===== src/rtl/frc_pkg.sv =====
package frc_pkg;
    typedef enum logic [1:0] {
        ST_RESET = 2'd0,
        ST_IDLE  = 2'd1,
        ST_READ  = 2'd2
    } frc_state_e;
endpackage


===== src/rtl/frc_pend_counter.sv =====
module frc_pend_counter #(
    parameter int CNT_W = 4
) (
    input  logic             clk,
    input  logic             rst_n,
    input  logic             inc,
    input  logic             dec,
    output logic [CNT_W-1:0] count,
    output logic             overflow
);
    localparam logic [CNT_W-1:0] CNT_MAX = {CNT_W{1'b1}};
    localparam logic [CNT_W-1:0] CNT_ONE = CNT_W'(1);

    logic at_max;
    logic at_zero;

    assign at_max  = (count == CNT_MAX);
    assign at_zero = (count == '0);

    always_ff @(posedge clk or negedge rst_n) begin
        if (!rst_n) begin
            count    <= '0;
            overflow <= 1'b0;
        end else begin
            if (inc && !dec) begin
                if (at_max) begin
                    overflow <= 1'b1;
                end else begin
                    count <= count + CNT_ONE;
                end
            end else if (dec && !inc && !at_zero) begin
                count <= count - CNT_ONE;
            end
        end
    end
endmodule


===== src/rtl/frc_fsm.sv =====
module frc_fsm
    import frc_pkg::*;
#(
    parameter int ADDR_W = 32
) (
    input  logic              clk,
    input  logic              rst_n,
    input  logic              rd_enable,
    input  logic              frame_ready,
    input  logic              xfer_done,
    input  logic [ADDR_W-1:0] cfg_base_addr,
    output logic              rd_start,
    output logic [ADDR_W-1:0] rd_addr,
    output logic              busy
);
    frc_state_e state_q;
    frc_state_e state_d;
    logic       launch;

    always_comb begin
        state_d = state_q;
        launch  = 1'b0;
        unique case (state_q)
            ST_RESET: state_d = ST_IDLE;
            ST_IDLE: begin
                if (rd_enable && frame_ready) begin
                    state_d = ST_READ;
                    launch  = 1'b1;
                end
            end
            ST_READ: begin
                if (xfer_done) begin
                    state_d = ST_IDLE;
                end
            end
            default: state_d = ST_RESET;
        endcase
    end

    always_ff @(posedge clk or negedge rst_n) begin
        if (!rst_n) begin
            state_q <= ST_RESET;
        end else begin
            state_q <= state_d;
        end
    end

    always_ff @(posedge clk or negedge rst_n) begin
        if (!rst_n) begin
            rd_start <= 1'b0;
            rd_addr  <= '0;
        end else begin
            rd_start <= launch;
            if (launch) begin
                rd_addr <= cfg_base_addr;
            end
        end
    end

    assign busy = (state_q == ST_READ);
endmodule


===== src/rtl/frame_read_ctrl.sv =====
module frame_read_ctrl #(
    parameter int ADDR_W = 32,
    parameter int CNT_W  = 4
) (
    input  logic              clk,
    input  logic              rst_n,
    input  logic              wr_frame_done,
    input  logic              rd_frame_done,
    input  logic              rd_enable,
    input  logic              xfer_done,
    input  logic [ADDR_W-1:0] cfg_base_addr,
    output logic              rd_start,
    output logic [ADDR_W-1:0] rd_addr,
    output logic              busy,
    output logic [CNT_W-1:0]  pend_count,
    output logic              pend_overflow
);
    logic frame_ready;

    assign frame_ready = (pend_count != '0);

    frc_pend_counter #(.CNT_W(CNT_W)) u_cnt (
        .clk      (clk),
        .rst_n    (rst_n),
        .inc      (wr_frame_done),
        .dec      (rd_frame_done),
        .count    (pend_count),
        .overflow (pend_overflow)
    );

    frc_fsm #(.ADDR_W(ADDR_W)) u_fsm (
        .clk           (clk),
        .rst_n         (rst_n),
        .rd_enable     (rd_enable),
        .frame_ready   (frame_ready),
        .xfer_done     (xfer_done),
        .cfg_base_addr (cfg_base_addr),
        .rd_start      (rd_start),
        .rd_addr       (rd_addr),
        .busy          (busy)
    );
endmodule


===== config.mk =====
export PLATFORM = sky130hd
export DESIGN_NAME = frame_read_ctrl
export DESIGN_NICKNAME = d
export VERILOG_FILES = /design/src/rtl/frc_pkg.sv /design/src/rtl/frc_pend_counter.sv /design/src/rtl/frc_fsm.sv /design/src/rtl/frame_read_ctrl.sv
export SDC_FILE = /design/constraint.sdc
export NUM_CORES = 1
export LEC_CHECK = 0
export CAP_MARGIN = 20
export CORE_UTILIZATION = 37
export CTS_CLUSTER_SIZE = 20
export DETAILED_ROUTE_END_ITERATION = 7
export GPL_TIMING_DRIVEN = 0
export PLACE_DENSITY_LB_ADDON = 0.12
export SLEW_MARGIN = 25
export SYNTH_ARGS = -nofsm -noshare
export SYNTH_HDL_FRONTEND = slang
export SYNTH_SLANG_ARGS = --single-unit

===== constraint.sdc =====
create_clock -name clk -period 1.71 [get_ports clk]
set_clock_uncertainty 0.05 [all_clocks]
set_input_delay 0.2565 -clock clk [delete_from_list [all_inputs] [get_ports clk]]
set_output_delay 0.2565 -clock clk [all_outputs]
set_load 0.01 [all_outputs]

[After elaboration in Yosys (flattened, before gate mapping)]
Index checks and enable logic that the tools add are counted.
Storage, ports and cells
  bits in registers: 40
  input port bits: 38
  output and inout port bits: 39
  word-level logic and storage cells: 35
Operators by class
  add/subtract/negate cells: 2
  eq/ne operators: 6
  muxes and demuxes: 8
  reductions and logical operators: 14
Operator list (number)
  4-bit 2-to-1 mux: 3
  2-bit one-hot mux with 3 select lines: 1
  2-bit AND reduction: 3
  4-bit by 1-bit adder with 4-bit output (second input constant): 1
  4-bit == test (second input constant): 1
  1-bit logical AND: 4
  4-bit logical NOT: 1
  2-bit 2-to-1 mux: 2
  2-bit != test (second input constant): 2
  4-bit nonzero test: 1
  4-bit by 1-bit subtractor with 4-bit output (second input constant): 1
  1-bit logical NOT: 3
  2-bit by 1-bit == test with 1-bit output (second input constant): 1
  2-bit == test (second input constant): 1
  2-bit logical NOT: 1
  1-bit 2-to-1 mux: 2
  2-bit by 1-bit != test with 1-bit output (second input constant): 1
  2-bit nonzero test: 1

[Depth between registers and ports, before layout]
  depth in word-level cells: 5
  gate-level depth with buffers: 6
  depth with buffers taken out: 6

[Cells and area by module]
A second synthesis with hierarchy kept.
Unflattened totals
  cell total of the unflattened synthesis: 101
  area total of the unflattened synthesis: 1744.2 sq um
By module, submodules not included
  frc_fsm: instances 1, cells an instance 77, area an instance 1432.6 sq um, sequential area each 875.8 sq um
  frc_pend_counter: instances 1, cells an instance 23, area an instance 304.0 sq um, sequential area each 125.1 sq um
  frame_read_ctrl: instances 1, cells an instance 1, area an instance 7.5 sq um, sequential area each 0.0 sq um

[Least setup slack after synthesis]
No wires, ideal clock.
  path kind: flip-flop to flip-flop
  from: register u_cnt.count[0]
  to: register u_fsm.rd_addr[10]
  setup time: 0.125 ns
  arrival time: 1.777 ns
  required time: 1.535 ns
  slack: -0.243 ns
  stages on the path, launching flop included: 6
  buffers on the path: 2
  clock period less this slack: 1.953 ns
  cells stage by stage: dfrtp_1 -> or4_4 -> and4b_1 -> buf_6 -> buf_12 -> mux2_4
Between the ends
  longest elaborated chain between the ends: 4
Ends and longest elaborated chain
  start: declaration: RTL line frc_pend_counter.sv:8  | output logic [CNT_W-1:0] count,
  start signal: assignment: RTL line frc_pend_counter.sv:29  | count <= count + CNT_ONE;
  start signal: assignment: RTL line frc_pend_counter.sv:32  | count <= count - CNT_ONE;
  4-bit nonzero test: RTL line frame_read_ctrl.sv:20  | assign frame_ready = (pend_count != '0);
  1-bit logical AND: RTL line frc_fsm.sv:26  | if (rd_enable && frame_ready) begin
  1-bit 2-to-1 mux: RTL line frc_fsm.sv:26
  1-bit 2-to-1 mux: RTL line frc_fsm.sv:23  | unique case (state_q)
  end signal: assignment: RTL line frc_fsm.sv:55  | rd_addr <= cfg_base_addr;
  end: declaration: RTL line frc_fsm.sv:13  | output logic [ADDR_W-1:0] rd_addr,
No other way between the ends.
A chain may end at the register's enable or synchronous reset.

[Worst setup path in the final report]
  from: register u_cnt.count[2]
  to: register u_fsm.rd_addr[21]
Same word-level chain as after synthesis.

==> results.md <==
- Outcome: finished with violations
- Failing checks: design-rule violations, negative setup slack
- TritonRoute pass-1 iters: 6
- Crit. End Element: flip-flop
- Number of max-cap violations: 0
- Sink Count: 40
- TritonCTS clock tree: yes
- Seq/Total Area, Yosys: 0.572
- Endpoint, Worst Hold: u_cnt.overflow
- Final setup vio count: 33
- CTS clk-pin slew, worst paths: 0.08 ns
- CTS Buf Count: 5
- Hold_sp: rd_frame_done
- Largest net degree at the start of global routing: 26
- Max Root-Sink Buffers: 2
- Worst rel slew slack: 0.743
- Worst Path Required: 1.84 ns
- Arrival @ worst endpoint: 1.99 ns
- Syn Area/Cell: 17.5 µm²
- Hold crit path type: in -> reg
- Worst Path Buf+Inv: 2
- Vias per cell: 4.75
- WL final: 3.70 mm
- Cells along the critical path: or4_4 -> and4b_1 -> buf_6 -> buf_12 -> mux2_4
- Gate Count Post-Synth: 100
- Fin. Hold Viols: 0
- Primary FF master, synth: dfrtp_1
- Clock root buffer: clkbuf_8
- Post-synth EDFFs: 0
- Share of cells above drive strength 1: 0.333
- Starting density of the core: 0.394
- Critical path launch point type: flip-flop
- Post-route ant nets: 0
- Number of I/O pins: 77
- Max IR drop VDD: 0.932 mV
- Vias: 1173
- Antenna cells: 0
- CP max stage cell: or4_4
- Filler Cell Count: 340
- Distinct cells, synth: 20
- # DRC: 14
- Post-route setup slack: -0.158 ns
- Remaining Overflow, GRT: 0
- Pins Over Slew Limit: 0
- R2r setup slk: -0.16 ns
- Die Y: 70.8 µm
- Initial antenna violation count: 0
- Post-Syn Area: 1750 µm²
- R2r startpoint: u_cnt.count[2]
- Leakage: 0.00124 µW
- Vias in the first global route: 1255
- CP max stage delay: 0.53 ns
- Post-layout nets: 235
- Routed wire length per instance: 15.0 µm
- First-pass GRT wire length: 6.08 mm
- GRT Resource Usage Total: 0.159
- I/O Buffers: 76
- #FFs+latches synth: 40
- Clk Latency, worst-skew pair: 0.29 ns
- Global placement routability congestion: 0.792
- Die Wd: 70.8 µm
- Critical-path maximum fanout: 10
- Synth warn: 0
- Cell area power density: 1860 nW/µm²
- Final worst path period share: 1.09
- Min Clock Period, post-route: 1.87 ns
- WHS Path Cells: 3
- Core Footprint: 4440 µm²
- RSZ-0062 raised after global routing: yes
- Worst Max-Slew Pin Slew: 0.385 ns
- FMAX: 0.535 GHz
- H-tree depth: 2
- DPL Wire Length: 2.75 mm
- DIE AREA: 5010 µm²
- 1st-iter DRT viols: 54
- Place WS: -0.432 ns
- Worst hold slack: 0.317 ns
- Syn nets: 141
- Critical setup path kind: reg -> reg
- R2r endpoint: u_fsm.rd_addr[21]
- Family with the most delay on the worst path: simple AND/OR/NAND/NOR gates
- Post-synth ARST share: 1.00
- Area grow syn2layout: 59.8%
- Num rows: 24
- FF-to-FF path depth: 5
==> cells in the mapped netlist (2+ instances only) <==
cell type	instances	area, µm²
xor2_1	3	26.3
o21bai_1	2	15.0
mux2_4	28	420
nand2b_1	3	18.8
dfrtp_1	40	1000
a21o_2	2	17.5
buf_12	3	60.1
ha_1	2	25.0
mux2_2	6	67.6
==> how the worst max path moves through the flow <==
stage	from	end	slack, ns	cells past startpoint
floorplan	u_cnt.count[2]	u_fsm.rd_addr[10]	-0.21	5
global placement	rst_n	u_cnt.count[0]	-0.76	1
detailed placement	rd_frame_done	u_cnt.count[3]	-0.43	7
CTS	u_cnt.count[2]	u_fsm.rd_addr[21]	-0.16	5
global route	u_cnt.count[2]	u_fsm.rd_addr[30]	-0.20	5
finish	u_cnt.count[2]	u_fsm.rd_addr[21]	-0.16	5
==> cells by family (layout without fill, tap and decap cells) <==
family                   after synthesis  after routing  share of synthesized area
buffers and inverters                  4             99                     0.0407
adder cells (fa/ha/maj)                3              3                     0.0257
AND/OR/NAND/NOR                        9              9                     0.0365
XOR/XNOR                               3              3                     0.0150
multiplexers                          35             35                      0.284
flip-flops                            40             40                      0.572
AO/OA/AOI/OAI                          6              6                     0.0257
==> stage by stage <==
step	TNS (ns)	instance area [µm²]	cells	power (µW)	utilization
6_report	-4.52	2800	247	5200	0.630
2_1_floorplan	-6.07	1750	100	3180	-
5_1_grt	-5.77	2800	247	5500	0.630
4_1_cts	-4.43	2760	244	5220	0.620
3_5_place_dp	-7.65	2590	229	4440	0.583
3_3_place_gp	-32.27	2580	228	4340	0.580
==> sequential cells by signal, summed over array words and instances, names as in the netlist <==
register and cells:
u_fsm.rd_addr 32, u_cnt.count 4, u_fsm.state_q 2, u_cnt.overflow 1, u_fsm.rd_start 1
==> cell type report <==
type / instances / area, µm² / area share
plain buffers: 4 / 71.3 / 0.0255
clock buffers: 7 / 86.3 / 0.0309
clock inverters: 1 / 7.51 / 0.00268
multi-input cells: 56 / 704 / 0.252
flip-flops and latches: 40 / 1000 / 0.359
well taps: 52 / 65.1 / 0.0233
repair buffers: 87 / 860 / 0.307
==> layout by cell type, fill, tap and decap left out, drive strengths merged, types with 2 or more instances in the layout <==
cell type      count
clkbuf             7
dlymetal6s2s       2
o21bai             2
buf               15
dlygate4sd2        2
mux2              34
ha                 2
a21o               2
xor2               3
dfrtp             40
clkdlybuf4s50     71
nand2b             3
==> metal layers <==
layer / global-route usage / part of all wire
met5: 0 / 0
met4: 0.0600 / 0.015
met3: 0.0499 / 0.079
met2: 0.256 / 0.49
met1: 0.200 / 0.42
==> worst min-delay path, delay by kind of cell <==
| kind | cells | cell delay (ns) |
|---|---|---|
| compound gates | 1 | 0.09 |
| buf+inv | 1 | 0.10 |
| simple gates | 1 | 0.16 |
==> timing repair <==
item	CTS	global route
hold buffers	1	0
endpoints found under the hold margin	15	0
gates resized for setup	8	3
buffers inserted	6	3
pin swaps	3	2
setup endpoints to repair	35	35
==> where the power goes <==
part	switching [µW]	total [µW]	leakage, µW	internal (µW)
Sequential	297	1740	0.000469	1440
Combinational	936	2820	0.000728	1890
Clock	314	642	0.0000445	328
No activity file was read; power rests on OpenSTA's default activity.
